===== config.mk =====
export PLATFORM = sky130hd
export DESIGN_NAME = irq_combiner
export DESIGN_NICKNAME = d
export VERILOG_FILES = /design/src/rtl/irqc_pkg.sv /design/src/rtl/irqc_sync.sv /design/src/rtl/irqc_en_bank.sv /design/src/rtl/irqc_group_or.sv /design/src/rtl/irq_combiner.sv
export SDC_FILE = /design/constraint.sdc
export NUM_CORES = 1
export LEC_CHECK = 0
export BUFFER_PORTS_ARGS = -buffer_cell sky130_fd_sc_hd__buf_2
export CAP_MARGIN = 20
export CORE_MARGIN = 2
export CORE_UTILIZATION = 44
export DETAILED_ROUTE_END_ITERATION = 7
export PLACE_DENSITY = 0.74
export SLEW_MARGIN = 0
export SYNTH_ARGS = -nofsm -noshare
export SYNTH_HDL_FRONTEND = slang
export SYNTH_SLANG_ARGS = --single-unit

===== constraint.sdc =====
create_clock -name clk_i -period 1.6 [get_ports clk_i]
set_input_delay 0.48 -clock clk_i [delete_from_list [all_inputs] [get_ports clk_i]]
set_output_delay 0.48 -clock clk_i [all_outputs]
set_load 0.05 [all_outputs]

===== src/rtl/irqc_pkg.sv =====
package irqc_pkg;
  // register selector inside a 16-byte bank window, decoded from addr[3:2]
  typedef enum logic [1:0] {
    SEL_EN_SET = 2'd0,
    SEL_EN_CLR = 2'd1,
    SEL_RAW    = 2'd2,
    SEL_MASKED = 2'd3
  } reg_sel_e;

  localparam int unsigned BANK_SPAN_B = 16;
endpackage


===== src/rtl/irqc_sync.sv =====
module irqc_sync #(
  parameter int unsigned W = 8
) (
  input  logic         clk_i,
  input  logic         rst_ni,
  input  logic [W-1:0] d_i,
  output logic [W-1:0] q_o
);
  logic [W-1:0] meta_q, sync_q;

  always_ff @(posedge clk_i or negedge rst_ni) begin
    if (!rst_ni) begin
      meta_q <= '0;
      sync_q <= '0;
    end else begin
      meta_q <= d_i;
      sync_q <= meta_q;
    end
  end

  assign q_o = sync_q;
endmodule


===== src/rtl/irqc_en_bank.sv =====
module irqc_en_bank #(
  parameter int unsigned        WORD_W = 32,
  parameter logic [WORD_W-1:0]  USED   = '1
) (
  input  logic              clk_i,
  input  logic              rst_ni,
  input  logic              set_i,
  input  logic              clr_i,
  input  logic [WORD_W-1:0] wdata_i,
  output logic [WORD_W-1:0] en_o
);
  logic [WORD_W-1:0] en_q, set_m, clr_m;

  assign set_m = set_i ? wdata_i : '0;
  assign clr_m = clr_i ? wdata_i : '0;

  always_ff @(posedge clk_i or negedge rst_ni) begin
    if (!rst_ni) en_q <= '0;
    else         en_q <= (en_q | set_m) & ~clr_m & USED;
  end

  assign en_o = en_q;
endmodule


===== src/rtl/irqc_group_or.sv =====
module irqc_group_or #(
  parameter int unsigned N_GROUPS = 32,
  parameter int unsigned GRP_W    = 8
) (
  input  logic                      clk_i,
  input  logic                      rst_ni,
  input  logic [N_GROUPS*GRP_W-1:0] masked_i,
  output logic [N_GROUPS-1:0]       any_o,
  output logic [N_GROUPS-1:0]       irq_o
);
  for (genvar g = 0; g < N_GROUPS; g++) begin : g_grp
    assign any_o[g] = |masked_i[g*GRP_W +: GRP_W];

    always_ff @(posedge clk_i or negedge rst_ni) begin
      if (!rst_ni) irq_o[g] <= 1'b0;
      else         irq_o[g] <= any_o[g];
    end
  end
endmodule


===== src/rtl/irq_combiner.sv =====
module irq_combiner
  import irqc_pkg::*;
#(
  parameter int unsigned N_GROUPS  = 32,
  parameter int unsigned GRP_W     = 8,
  parameter int unsigned WORD_W    = 32,
  parameter int unsigned ADDR_W    = 12,
  parameter logic [ADDR_W-1:0] PEND_ADDR = 12'h100,
  parameter logic [N_GROUPS*GRP_W-1:0] SRC_USED =
    256'hFFFFFFFF_FFFFFFFF_FFFFFFFF_FFFFFFFF_FF0002FF_FFFFFFFF_FFFFFFFF_FFFFFFFF
) (
  input  logic                      clk_i,
  input  logic                      rst_ni,
  input  logic [N_GROUPS*GRP_W-1:0] src_i,
  input  logic                      req_valid_i,
  output logic                      req_ready_o,
  input  logic                      req_write_i,
  input  logic [ADDR_W-1:0]         req_addr_i,
  input  logic [WORD_W-1:0]         req_wdata_i,
  output logic                      rsp_valid_o,
  output logic [WORD_W-1:0]         rsp_rdata_o,
  output logic [N_GROUPS-1:0]       irq_o
);
  localparam int unsigned N_SRC      = N_GROUPS * GRP_W;
  localparam int unsigned GRPS_PER_W = WORD_W / GRP_W;
  localparam int unsigned N_BANKS    = N_GROUPS / GRPS_PER_W;
  localparam int unsigned BANK_IDX_W = (N_BANKS > 1) ? $clog2(N_BANKS) : 1;
  localparam int unsigned SPAN_LSB   = $clog2(BANK_SPAN_B);
  localparam logic [ADDR_W-1:0] BANK_END = ADDR_W'(N_BANKS * BANK_SPAN_B);

  logic [N_SRC-1:0]    raw_sync, raw_used, en_all, masked;
  logic [N_GROUPS-1:0] grp_any;

  // source synchronization
  irqc_sync #(.W(N_SRC)) u_sync (
    .clk_i (clk_i),
    .rst_ni(rst_ni),
    .d_i   (src_i),
    .q_o   (raw_sync)
  );

  assign raw_used = raw_sync & SRC_USED;
  assign masked   = raw_used & en_all;

  // address decode
  logic       acc_wr, aligned, in_banks, is_pend;
  logic [BANK_IDX_W-1:0] bank_idx;
  reg_sel_e   sel;

  assign req_ready_o = 1'b1;
  assign acc_wr   = req_valid_i & req_write_i;
  assign aligned  = (req_addr_i[1:0] == 2'b00);
  assign in_banks = aligned && (req_addr_i < BANK_END);
  assign is_pend  = aligned && (req_addr_i == PEND_ADDR);
  assign bank_idx = req_addr_i[SPAN_LSB +: BANK_IDX_W];
  assign sel      = reg_sel_e'(req_addr_i[3:2]);

  logic [WORD_W-1:0] en_w  [N_BANKS];
  logic [WORD_W-1:0] raw_w [N_BANKS];
  logic [WORD_W-1:0] msk_w [N_BANKS];

  for (genvar b = 0; b < N_BANKS; b++) begin : g_bank
    logic hit, set_we, clr_we;
    assign hit    = acc_wr && in_banks && (bank_idx == BANK_IDX_W'(b));
    assign set_we = hit && (sel == SEL_EN_SET);
    assign clr_we = hit && (sel == SEL_EN_CLR);

    irqc_en_bank #(
      .WORD_W(WORD_W),
      .USED  (SRC_USED[b*WORD_W +: WORD_W])
    ) u_en (
      .clk_i  (clk_i),
      .rst_ni (rst_ni),
      .set_i  (set_we),
      .clr_i  (clr_we),
      .wdata_i(req_wdata_i),
      .en_o   (en_w[b])
    );

    assign en_all[b*WORD_W +: WORD_W] = en_w[b];
    assign raw_w[b] = raw_used[b*WORD_W +: WORD_W];
    assign msk_w[b] = masked[b*WORD_W +: WORD_W];
  end

  // group combining
  irqc_group_or #(.N_GROUPS(N_GROUPS), .GRP_W(GRP_W)) u_or (
    .clk_i   (clk_i),
    .rst_ni  (rst_ni),
    .masked_i(masked),
    .any_o   (grp_any),
    .irq_o   (irq_o)
  );

  // read path
  logic [WORD_W-1:0] pend_word, rdata_d;
  assign pend_word = WORD_W'(grp_any);

  always_comb begin
    rdata_d = '0;
    if (req_valid_i && !req_write_i) begin
      if (is_pend) begin
        rdata_d = pend_word;
      end else if (in_banks) begin
        unique case (sel)
          SEL_EN_SET, SEL_EN_CLR: rdata_d = en_w[bank_idx];
          SEL_RAW:                rdata_d = raw_w[bank_idx];
          SEL_MASKED:             rdata_d = msk_w[bank_idx];
          default:                rdata_d = '0;
        endcase
      end
    end
  end

  always_ff @(posedge clk_i or negedge rst_ni) begin
    if (!rst_ni) begin
      rsp_valid_o <= 1'b0;
      rsp_rdata_o <= '0;
    end else begin
      rsp_valid_o <= req_valid_i;
      rsp_rdata_o <= rdata_d;
    end
  end
endmodule


Yosys cells after proc, flatten, opt, wreduce, memory -nomap -nowiden
Index checks and enable logic that the tools add are counted.
- flip-flop bits (word level): 818
- latch bits: 0
- bits in writable memories: 0
- ROM bits: 0
- input bits: 304
- output and inout port bits: 66
- word-level logic and storage cells: 178
- memories kept: 0
- $add $sub $neg: 0
- multipliers: 0
- divide/modulo/power cells: 0
- order comparisons: 2
- equal/unequal tests: 11
- shifts and indexed selects: 0
- multiplexer cells: 29
- bitwise logic cells: 27
- reduce and logical (&&, ||, !) cells: 65
- operators with widths (kind ; count):
    $mux W32 ; 25
    $bmux W32 S3 ; 3
    $and A256 B256 Y256 ; 1
    $and A32 B32 Y32 ; 8
    $not A32 Y32 ; 8
    $or A32 B32 Y32 ; 8
    $reduce_or A8 Y1 ; 32
    $pmux W32 S3 ; 1
    $logic_and A1 B1 Y1 ; 28
    $eq A12 B9 Y1 const B ; 1
    $eq A3 B3 Y1 const B ; 4
    $lt A12 B8 Y1 const B ; 1
    $eq A3 B2 Y1 const B ; 2
    $eq A2 B2 Y1 const B ; 2
    $ge A4 B4 Y1 const B ; 1
    $logic_not A2 Y1 ; 2
    $not A3 Y4 ; 1
    $eq A3 B1 Y1 const B ; 1
    $logic_not A3 Y1 ; 1
    $eq A2 B1 Y1 const B ; 1
    $reduce_or A2 Y1 ; 1
    $and A1 B1 Y1 ; 1
    $logic_not A1 Y1 ; 1

Depth between registers and ports, before layout
Gate-level depths: netlist of run 1.
- word-level depth: 8
- gate-level depth with buffers: 9

Modules after synthesis
From an unflattened synthesis of run 1, not the netlist that was laid out.
- cell total of the unflattened synthesis: 2432
- area, all modules: 32159.6 um^2
- by module, submodules not included (module ; instances ; cells each ; area an instance (um^2)):
    irqc_sync ; 1 ; 512 ; 12812.3
    irq_combiner ; 1 ; 1007 ; 8997.4
    irqc_en_bank at g_bank[0].u_en ... ; 7 ; 102 ; 1169.9
    irqc_group_or ; 1 ; 128 ; 1321.3
    irqc_en_bank at g_bank[3].u_en ; 1 ; 71 ; 839.6

Worst setup path after synthesis of run 1
No wires, ideal clock.
- kind: input-to-reg
- start point: in req_addr_i[4]
- end point: reg rsp_rdata_o[26]
- data arrival time: 1.859 ns
- required time: 1.478 ns
- setup slack: -0.380 ns
- stages on the path: 6
- path buffers: 2
- cells stage by stage: buf_4 > buf_2 > mux4_2 > a21oi_1 > o22ai_1 > a32o_1
- word-level cells in the longest chain between the ends: 8
- elaborated cells on any way between the ends: 18
- those cells by class: order compare: 1; eq/ne: 1; mux: 13; bitwise: 1; reduce/logical: 2
- ends and longest elaborated chain (item ; RTL line ; RTL):
    start, declared ; irq_combiner.sv:18 ; input logic [ADDR_W-1:0] req_addr_i,
    $not A3 Y4 (not written as such) ; irq_combiner.sv:105, irq_combiner.sv:106, irq_combiner.sv:107 ;
    $bmux W32 S3, on equally long branches ; irq_combiner.sv:107, irq_combiner.sv:105, irq_combiner.sv:106 ;
    $mux W32, on equally long branches (2 in series) ; irq_combiner.sv:107, irq_combiner.sv:105, irq_combiner.sv:106 ;
    $pmux W32 S3 ; irq_combiner.sv:104 ; unique case (sel)
    $mux W32 ; irq_combiner.sv:103 ; end else if (in_banks) begin
    $mux W32 * ; irq_combiner.sv:101 ; if (is_pend) begin
    $mux W32 * ; irq_combiner.sv:100 ; if (req_valid_i && !req_write_i) begin
    via rdata_d[26] ; irq_combiner.sv:95 ; logic [WORD_W-1:0] pend_word, rdata_d;
    end signal, assigned ; irq_combiner.sv:120 ; rsp_rdata_o <= rdata_d;
    end, declared ; irq_combiner.sv:21 ; output logic [WORD_W-1:0] rsp_rdata_o,
Mark *: on every way through the listed nets, which the timed path passes. The rest lies on a longest branch. The select of a mux whose other input is x is not followed.

Worst setup path after layout of run 1
- start point: reg rsp_rdata_o[26]
- end point: out rsp_rdata_o[26]
No word-level cell between the ends.

==> metrics.md, run 1 <==
| Metric | Value |
|---|---|
| Status | `finished with violations` |
| Failing checks | `DRC, setup timing` |
| Pre-antenna DRT Iters | `8` |
| RR Startpoint | `u_sync.q_o[120]$_DFF_PN0_` |
| Die ar. | `0.0711 mm²` |
| Post-route minimum period | `1.75 ns` |
| Slowest stage delay, CP | `0.45 ns` |
| Gpl congestion | `0.993` |
| Via/cell ratio | `6.11` |
| Initial DRC count | `3425` |
| Antenna violations before repair | `7` |
| Post-detailed-route wirelength per cell | `28.4 µm` |
| CP max stage cell | `dfrtp_2` |
| Share of post-route cells with drive strength above 1 | `30.8%` |
| Critical Path RT | `1.12 ns` |
| Skew-Pair Late Insertion Delay | `0.65 ns` |
| Place WS | `-0.866 ns` |
| Hold slack | `0.0740 ns` |
| Post-synth EDFFs | `0` |
| Worst Hold Depth | `2` |
| Final instance area | `0.0417 mm²` |
| Critical path launch point | `rsp_rdata_o[26]$_DFF_PN0_` |
| Setup Total Neg Slack | `-4.71 ns` |
| Hold Startpoint | `req_valid_i` |
| Count of pins over their slew limit | `0` |
| Hold crit path type | `input pin to register` |
| LEAKAGE | `18.7 nW` |
| # clock sinks | `787` |
| Root Driver | `clkbuf_16` |
| R2R cell count | `5` |
| Dpl hpwl | `81300 µm` |
| Mapped Cells | `2440` |
| CTS buffer count | `83` |
| Sequential share of the synthesized area | `64.8%` |
| Total track usage | `33.6%` |
| Fmax | `0.572 GHz` |
| Final wirelength | `119000 µm` |
| First-pass GRT wire length | `174000 µm` |
| Yosys cell types | `55` |
| Nets | `3540` |
| Chip height | `267 µm` |
| Pin count of the biggest net entering global routing | `103` |
| Setup violations, final | `72` |
| Mapped Area | `0.0304 mm²` |
| Initial Util | `44.4%` |
| Delay-heaviest family, CP | `flip-flops` |
| Asr flop ratio synth | `100%` |
| CP cell instances | `buf_6` |
| Routed vias | `25568` |
| H-Tree Depth | `3` |
| Slew headroom | `63.9%` |
| Startpoint type of the worst setup path | `register` |
| Worst Path Buf+Inv | `1` |
| Slew @ Worst Pin | `0.541 ns` |
| Setup CP Type | `register to output pin` |
| Dpl cell area | `0.0356 mm²` |
| Boundary pin count | `370` |
| Chip width | `267 µm` |
| Post-Syn Nets | `2744` |
| I/O Buffers | `352` |
| Tot Pwr | `44.0 mW` |
| Synth Warn # | `0` |
| Routed Antenna Nets | `0` |
| Area grow syn2layout | `37.3%` |
| CTS tree | `built` |
| PwrDens | `1050 mW/mm²` |
| Core area | `0.0685 mm²` |
| GR Overflow Total | `0` |
| Crit share post-route | `109%` |
| CP endpoint kind | `output pin` |
| CP Depth | `1` |
| Synthesis-stage register bit count | `787` |
| Filler cell count | `5198` |
| Row cnt | `96` |
| Residual DRC | `21` |
| Clock Skews | `0.0237 ns` |
| Worst EP arrival | `1.27 ns` |
| Vias in the first global route | `26588` |
| Top_reg_cell synth | `dfrtp_1` |
| Maximum root-to-sink buffer count | `3` |
| Final Worst Setup Slack | `-0.148 ns` |
| Worst Path Max Fanout | `1` |
| Max VDD drop | `0.000911 V` |
| Final hold viol count | `0` |
| Syn avg cell area | `12.4 µm²` |
| Register clock-pin slew on the reported worst setup and hold paths | `0.07 ns` |
| Maxcap violations | `0` |
| RSZ-0062 raised after global routing | `true` |
[where the power goes]
part / total [mW] / switching [mW] / leakage [nW] / internal [mW]
Combinational: 3.45 / 1.87 / 7.54 / 1.58
Sequential: 21.0 / 0.501 / 9.87 / 20.5
Clock: 19.5 / 8.30 / 1.32 / 11.2
Total: 44.0 / 10.7 / 18.7 / 33.3
[what timing repair did]
action                                  CTS  global route
endpoints found under the hold margin   314             0
pin swaps                                10            17
resized for setup                       148            56
hold buffers                            242             0
endpoints found under the setup margin  214           147
setup buffers                             3            15
[cell usage after synthesis (6+ instances only)]
cell type	count	area, µm²
dfrtp_1	787	19700
a21oi_1	517	2590
nand2_1	194	728
o21ai_0	94	470
nand3_1	83	415
buf_2	81	405
clkbuf_1	77	289
mux4_2	75	1690
a22oi_1	64	480
mux2i_1	59	591
a221oi_1	43	377
o22ai_1	41	257
nand4_1	40	250
nor2_1	34	128
a211oi_1	23	173
a22o_1	23	201
mux2_2	21	236
buf_4	19	143
and3_1	15	93.8
buf_6	15	169
o211ai_1	15	113
nor3_1	13	65.1
a31oi_1	11	68.8
and4_1	10	87.6
o41ai_1	8	70.1
or2_2	8	50.1
a221o_1	6	60.1
nand3b_1	6	45.0
nor2b_1	6	37.5
[sequential cells by signal, summed over array words and instances, names as in the netlist]
name	flops
u_sync.q_o	241
g_bank.u_en.en_o	241
rsp_valid_o	1
u_or.irq_o	31
rsp_rdata_o	32
u_sync.meta_q	241
[layout make-up]
type                            count  area (µm²)  area share, %
Clock buffer                      116        2350           5.64
Sequential cell                   787       19700           47.2
Tap cell                          882        1100           2.65
Clock inverter                     34         397          0.951
Multi-Input combinational cell   1455       10200           24.5
Antenna cell                        2        5.00         0.0120
Inverter                            4        15.0         0.0360
Timing Repair Buffer              905        7890           18.9
[layer usage]
layer,share of wire (%),global-route usage [%],vias up
li1,-,-,10636
met1,38,44.9,12774
met3,10,7.07,391
met2,47,53.3,1757
met5,0.045,0,-
met4,4.8,14.4,10
[layout by cell type, fill, tap and decap left out, types with 30 or more instances in the layout]
cell	count
a21oi_1	487
dlygate4sd3_1	242
buf_12	74
nand4_1	40
nand2_1	191
buf_2	285
dfrtp_1	783
mux2i_1	59
mux4_2	75
nand3_1	80
a21oi_2	30
a221oi_1	30
clkbuf_16	83
o21ai_0	84
buf_4	231
buf_6	71
a22oi_1	59
[cells by family (layout without fill, tap and decap cells)]
| group | Yosys count | count (layout) | share of synthesized area (%) |
|---|---|---|---|
| simple gates | 426 | 426 | 6.73 |
| flops | 787 | 787 | 64.8 |
| mux | 155 | 155 | 8.28 |
| other cells | 2 | 4 | 0.0247 |
| compound gates | 872 | 872 | 16.7 |
| buf+inv | 198 | 1059 | 3.39 |
[path summary, 6_finish.rpt]
kind,slack [ns],to
worst max-delay path,-0.15,rsp_rdata_o[26]
min in group asynchronous,0.26,g_bank[2].u_en.en_o[10]$_DFF_PN0_
max in group asynchronous,0.53,u_sync.q_o[98]$_DFF_PN0_
worst min-delay path,0.07,rsp_valid_o$_DFF_PN0_
worst max register to register,-0.03,rsp_rdata_o[24]$_DFF_PN0_
worst min register to register,0.34,u_sync.q_o[6]$_DFF_PN0_
[stage by stage]
| step | util (%) | instances |
|---|---|---|
| finish | 60.9 | 4185 |
| global route | 60.9 | 4185 |
| CTS | 60.3 | 4170 |
| detailed placement | 52.0 | 3775 |
| global placement | 52.0 | 3775 |
| floorplan | - | 2440 |
No activity file was read; power rests on OpenSTA's default activity.
==> run 2: changes to the inputs <==
--- a/config.mk
+++ b/config.mk
@@ -5,6 +5,7 @@
 export SDC_FILE = /design/constraint.sdc
 export NUM_CORES = 1
 export LEC_CHECK = 0
+export ABC_AREA = 1
 export BUFFER_PORTS_ARGS = -buffer_cell sky130_fd_sc_hd__buf_2
 export CAP_MARGIN = 20
 export CORE_MARGIN = 2
==> metrics.md, run 2 <==
| Metric | Value |
|---|---|
| Status | `finished with violations` |
| Failing checks | `DRC, setup timing` |
| Final instance area | `0.0438 mm²` |
| Sequential share of power | `47.0%` |
| Area leader, netlist | `dfrtp_1` |
| Row cnt | `100` |
| Initial Util | `44.3%` |
| Final std cells w/o fill | `5758` |
| Mapped Cells | `3990` |
| Place WS | `-0.606 ns` |
| Top_reg_cell synth | `dfrtp_1` |
| Crit share post-route | `110%` |
| Area fraction of the dominant cell type after synthesis | `60.0%` |
| CP cell instances | `buf_6` |
| Maximum root-to-sink buffer count | `3` |
| Worst Path Max Fanout | `1` |
| Initial DRC count | `3740` |
| Dpl hpwl | `85800 µm` |
| Most common cell after layout, fill and taps aside | `nor2_1` |
| Final wirelength | `128000 µm` |
| Core area | `0.0742 mm²` |
| Pre-antenna DRT Iters | `8` |
| Post-detailed-route wirelength per cell | `22.2 µm` |
| Residual DRC | `1` |
| CP max stage cell | `dfrtp_2` |
| Final hold viol count | `0` |
| Final Util | `59.0%` |
| Tot Pwr | `44.8 mW` |
| H-Tree Depth | `3` |
| Boundary pin count | `370` |
| Root Driver | `clkbuf_16` |
| Post-route minimum period | `1.76 ns` |
| Setup CP Type | `register to output pin` |
| Pin count of the biggest net entering global routing | `54` |
| Sequential share of the synthesized area | `60.0%` |
| Post-Syn Nets | `4294` |
| Skew-Pair Late Insertion Delay | `0.65 ns` |
| First-pass GRT wire length | `187000 µm` |
| Total track usage | `32.6%` |
| Most frequent cell after synthesis | `nor2_1` |
| Synth Warn # | `0` |
| I/O Buffers | `352` |
| Via/cell ratio | `5.38` |
| Register clock-pin slew on the reported worst setup and hold paths | `0.07 ns` |
| Clock Skews | `0.0365 ns` |
| Share of post-route cells with drive strength above 1 | `17.5%` |
| Yosys cell types | `36` |
| Setup violations, final | `64` |
| Syn avg cell area | `8.23 µm²` |
| Startpoint type of the worst setup path | `register` |
| GR Overflow Total | `0` |
| Routed Antenna Nets | `0` |
| CTS tree | `built` |
| Dpl cell area | `0.0379 mm²` |
| Maxcap violations | `0` |
| PwrDens | `1020 mW/mm²` |
| Nets | `5028` |
| Slowest stage delay, CP | `0.46 ns` |
| Comb pwr share | `9.2%` |
| Slew @ Worst Pin | `0.629 ns` |
| Critical Path RT | `1.12 ns` |
| Max VDD drop | `0.000753 V` |
| Area grow syn2layout | `33.3%` |
| Chip width | `277 µm` |
| Switching Share | `24.8%` |
| Antenna violations before repair | `2` |
| Slew headroom | `58.0%` |
| Int Pwr | `33.7 mW` |
| Fmax | `0.568 GHz` |
| Top cells by count, synth | `1314 x nor2_1, 1081 x nand2_1, 787 x dfrtp_1` |
| CP endpoint kind | `output pin` |
| CTS buffer count | `81` |
| Clock Power Share | `43.8%` |
| Gpl congestion | `1.00` |
| Vias in the first global route | `30268` |
| Count of pins over their slew limit | `0` |
| Synthesis-stage register bit count | `787` |
| RSZ-0062 raised after global routing | `true` |
| Filler cell count | `6201` |
| Delay-heaviest family, CP | `flip-flops` |
| Most frequent cells in the layout | `1306 x nor2_1, 1079 x nand2_1, 781 x dfrtp_1` |
| Die ar. | `0.0768 mm²` |
| Final Worst Setup Slack | `-0.162 ns` |
| Worst Path Buf+Inv | `1` |
| Post-synth EDFFs | `0` |
| Cells after DPL | `5361` |
| Chip height | `277 µm` |
| Sw Pwr | `11.1 mW` |
| LEAKAGE | `22.3 nW` |
| Worst EP arrival | `1.28 ns` |
| # clock sinks | `787` |
| Routed vias | `30962` |
| Hold crit path type | `input pin to register` |
| Mapped Area | `0.0328 mm²` |
| Asr flop ratio synth | `100%` |
| Area contributors post-synth | `dfrtp_1 60%, nor2_1 15%, nand2_1 12%` |
-- run 2: worst register-to-register path: cells and delay by family, from the launching register on --
family                 cells  cell delay (ns)
AOI/OAI and AO/OA          2             0.25
buffers and inverters      1             0.16
DFF                        1             0.41
and+or+nand+nor            3             0.61
-- run 2: timing repair --
action	4_1_cts	5_1_grt
gates cloned	0	5
hold buffers	242	0
endpoints found under the setup margin	65	166
pin swaps	0	2
setup buffers	0	2
gates resized for setup	132	26
hold endpoints to repair	379	0
-- run 2: power groups by stage --
stage / registers, mW / logic [mW] / clock network [mW]
floorplan: 21.1 / 1.53 / 0
global placement: 21.3 / 3.47 / 0
detailed placement: 21.4 / 3.50 / 0
CTS: 21.0 / 3.99 / 19.7
global route: 21.0 / 4.47 / 20.7
finish: 21.0 / 4.12 / 19.6
-- run 2: path summary, 6_finish.rpt --
kind	slack, ns	start	endpoint	cells past startpoint
setup / recovery	-0.16	rsp_valid_o$_DFF_PN0_	rsp_valid_o	1
hold / removal	0.17	req_valid_i	rsp_valid_o$_DFF_PN0_	2
setup reg to reg	0.05	g_bank[2].u_en.en_o[28]$_DFF_PN0_	rsp_rdata_o[11]$_DFF_PN0_	6
hold reg to reg	0.34	u_sync.meta_q[169]$_DFF_PN0_	u_sync.q_o[169]$_DFF_PN0_	0
max in group asynchronous	0.48	rst_ni	u_sync.meta_q[252]$_DFF_PN0_	4
min in group asynchronous	0.26	rst_ni	u_sync.q_o[12]$_DFF_PN0_	2
-- run 2: kinds of logic after synthesis --
group,count (synthesis),synth area share [%]
flops,787,60.0
buf+inv,312,3.99
other cells,2,0.0229
simple gates,2759,33.9
compound gates,130,2.11
-- run 2: through the flow --
step | hold WS (ns) | TNS, ns
6_report | 0.167 | -5.34
5_1_grt | 0.170 | -6.65
4_1_cts | 0.138 | -6.76
3_5_place_dp | 0.317 | -135.89
3_3_place_gp | 0.318 | -128.32
2_1_floorplan | 0.184 | -27.69
-- run 2: area by class of cell --
class	instances	area (µm²)	share of cell area, %
Inverter	109	429	0.981
Clock inverter	27	289	0.661
Timing Repair Buffer	854	7670	17.5
Tap cell	969	1210	2.77
Multi-Input combinational cell	2891	12000	27.4
Clock buffer	120	2480	5.67
Antenna cell	1	2.50	0.00572
Sequential cell	787	19700	45.0
-- run 2: per-layer routing --
layer	share of wire (%)	global-route usage (%)	vias to the layer above	wire length (µm)
met3	11	7.53	463	14200
li1	-	-	13822	-
met1	38	43.3	14606	49000
met2	45	50.2	2069	56800
met5	0.010	0	-	13
met4	5.9	17.2	2	7560
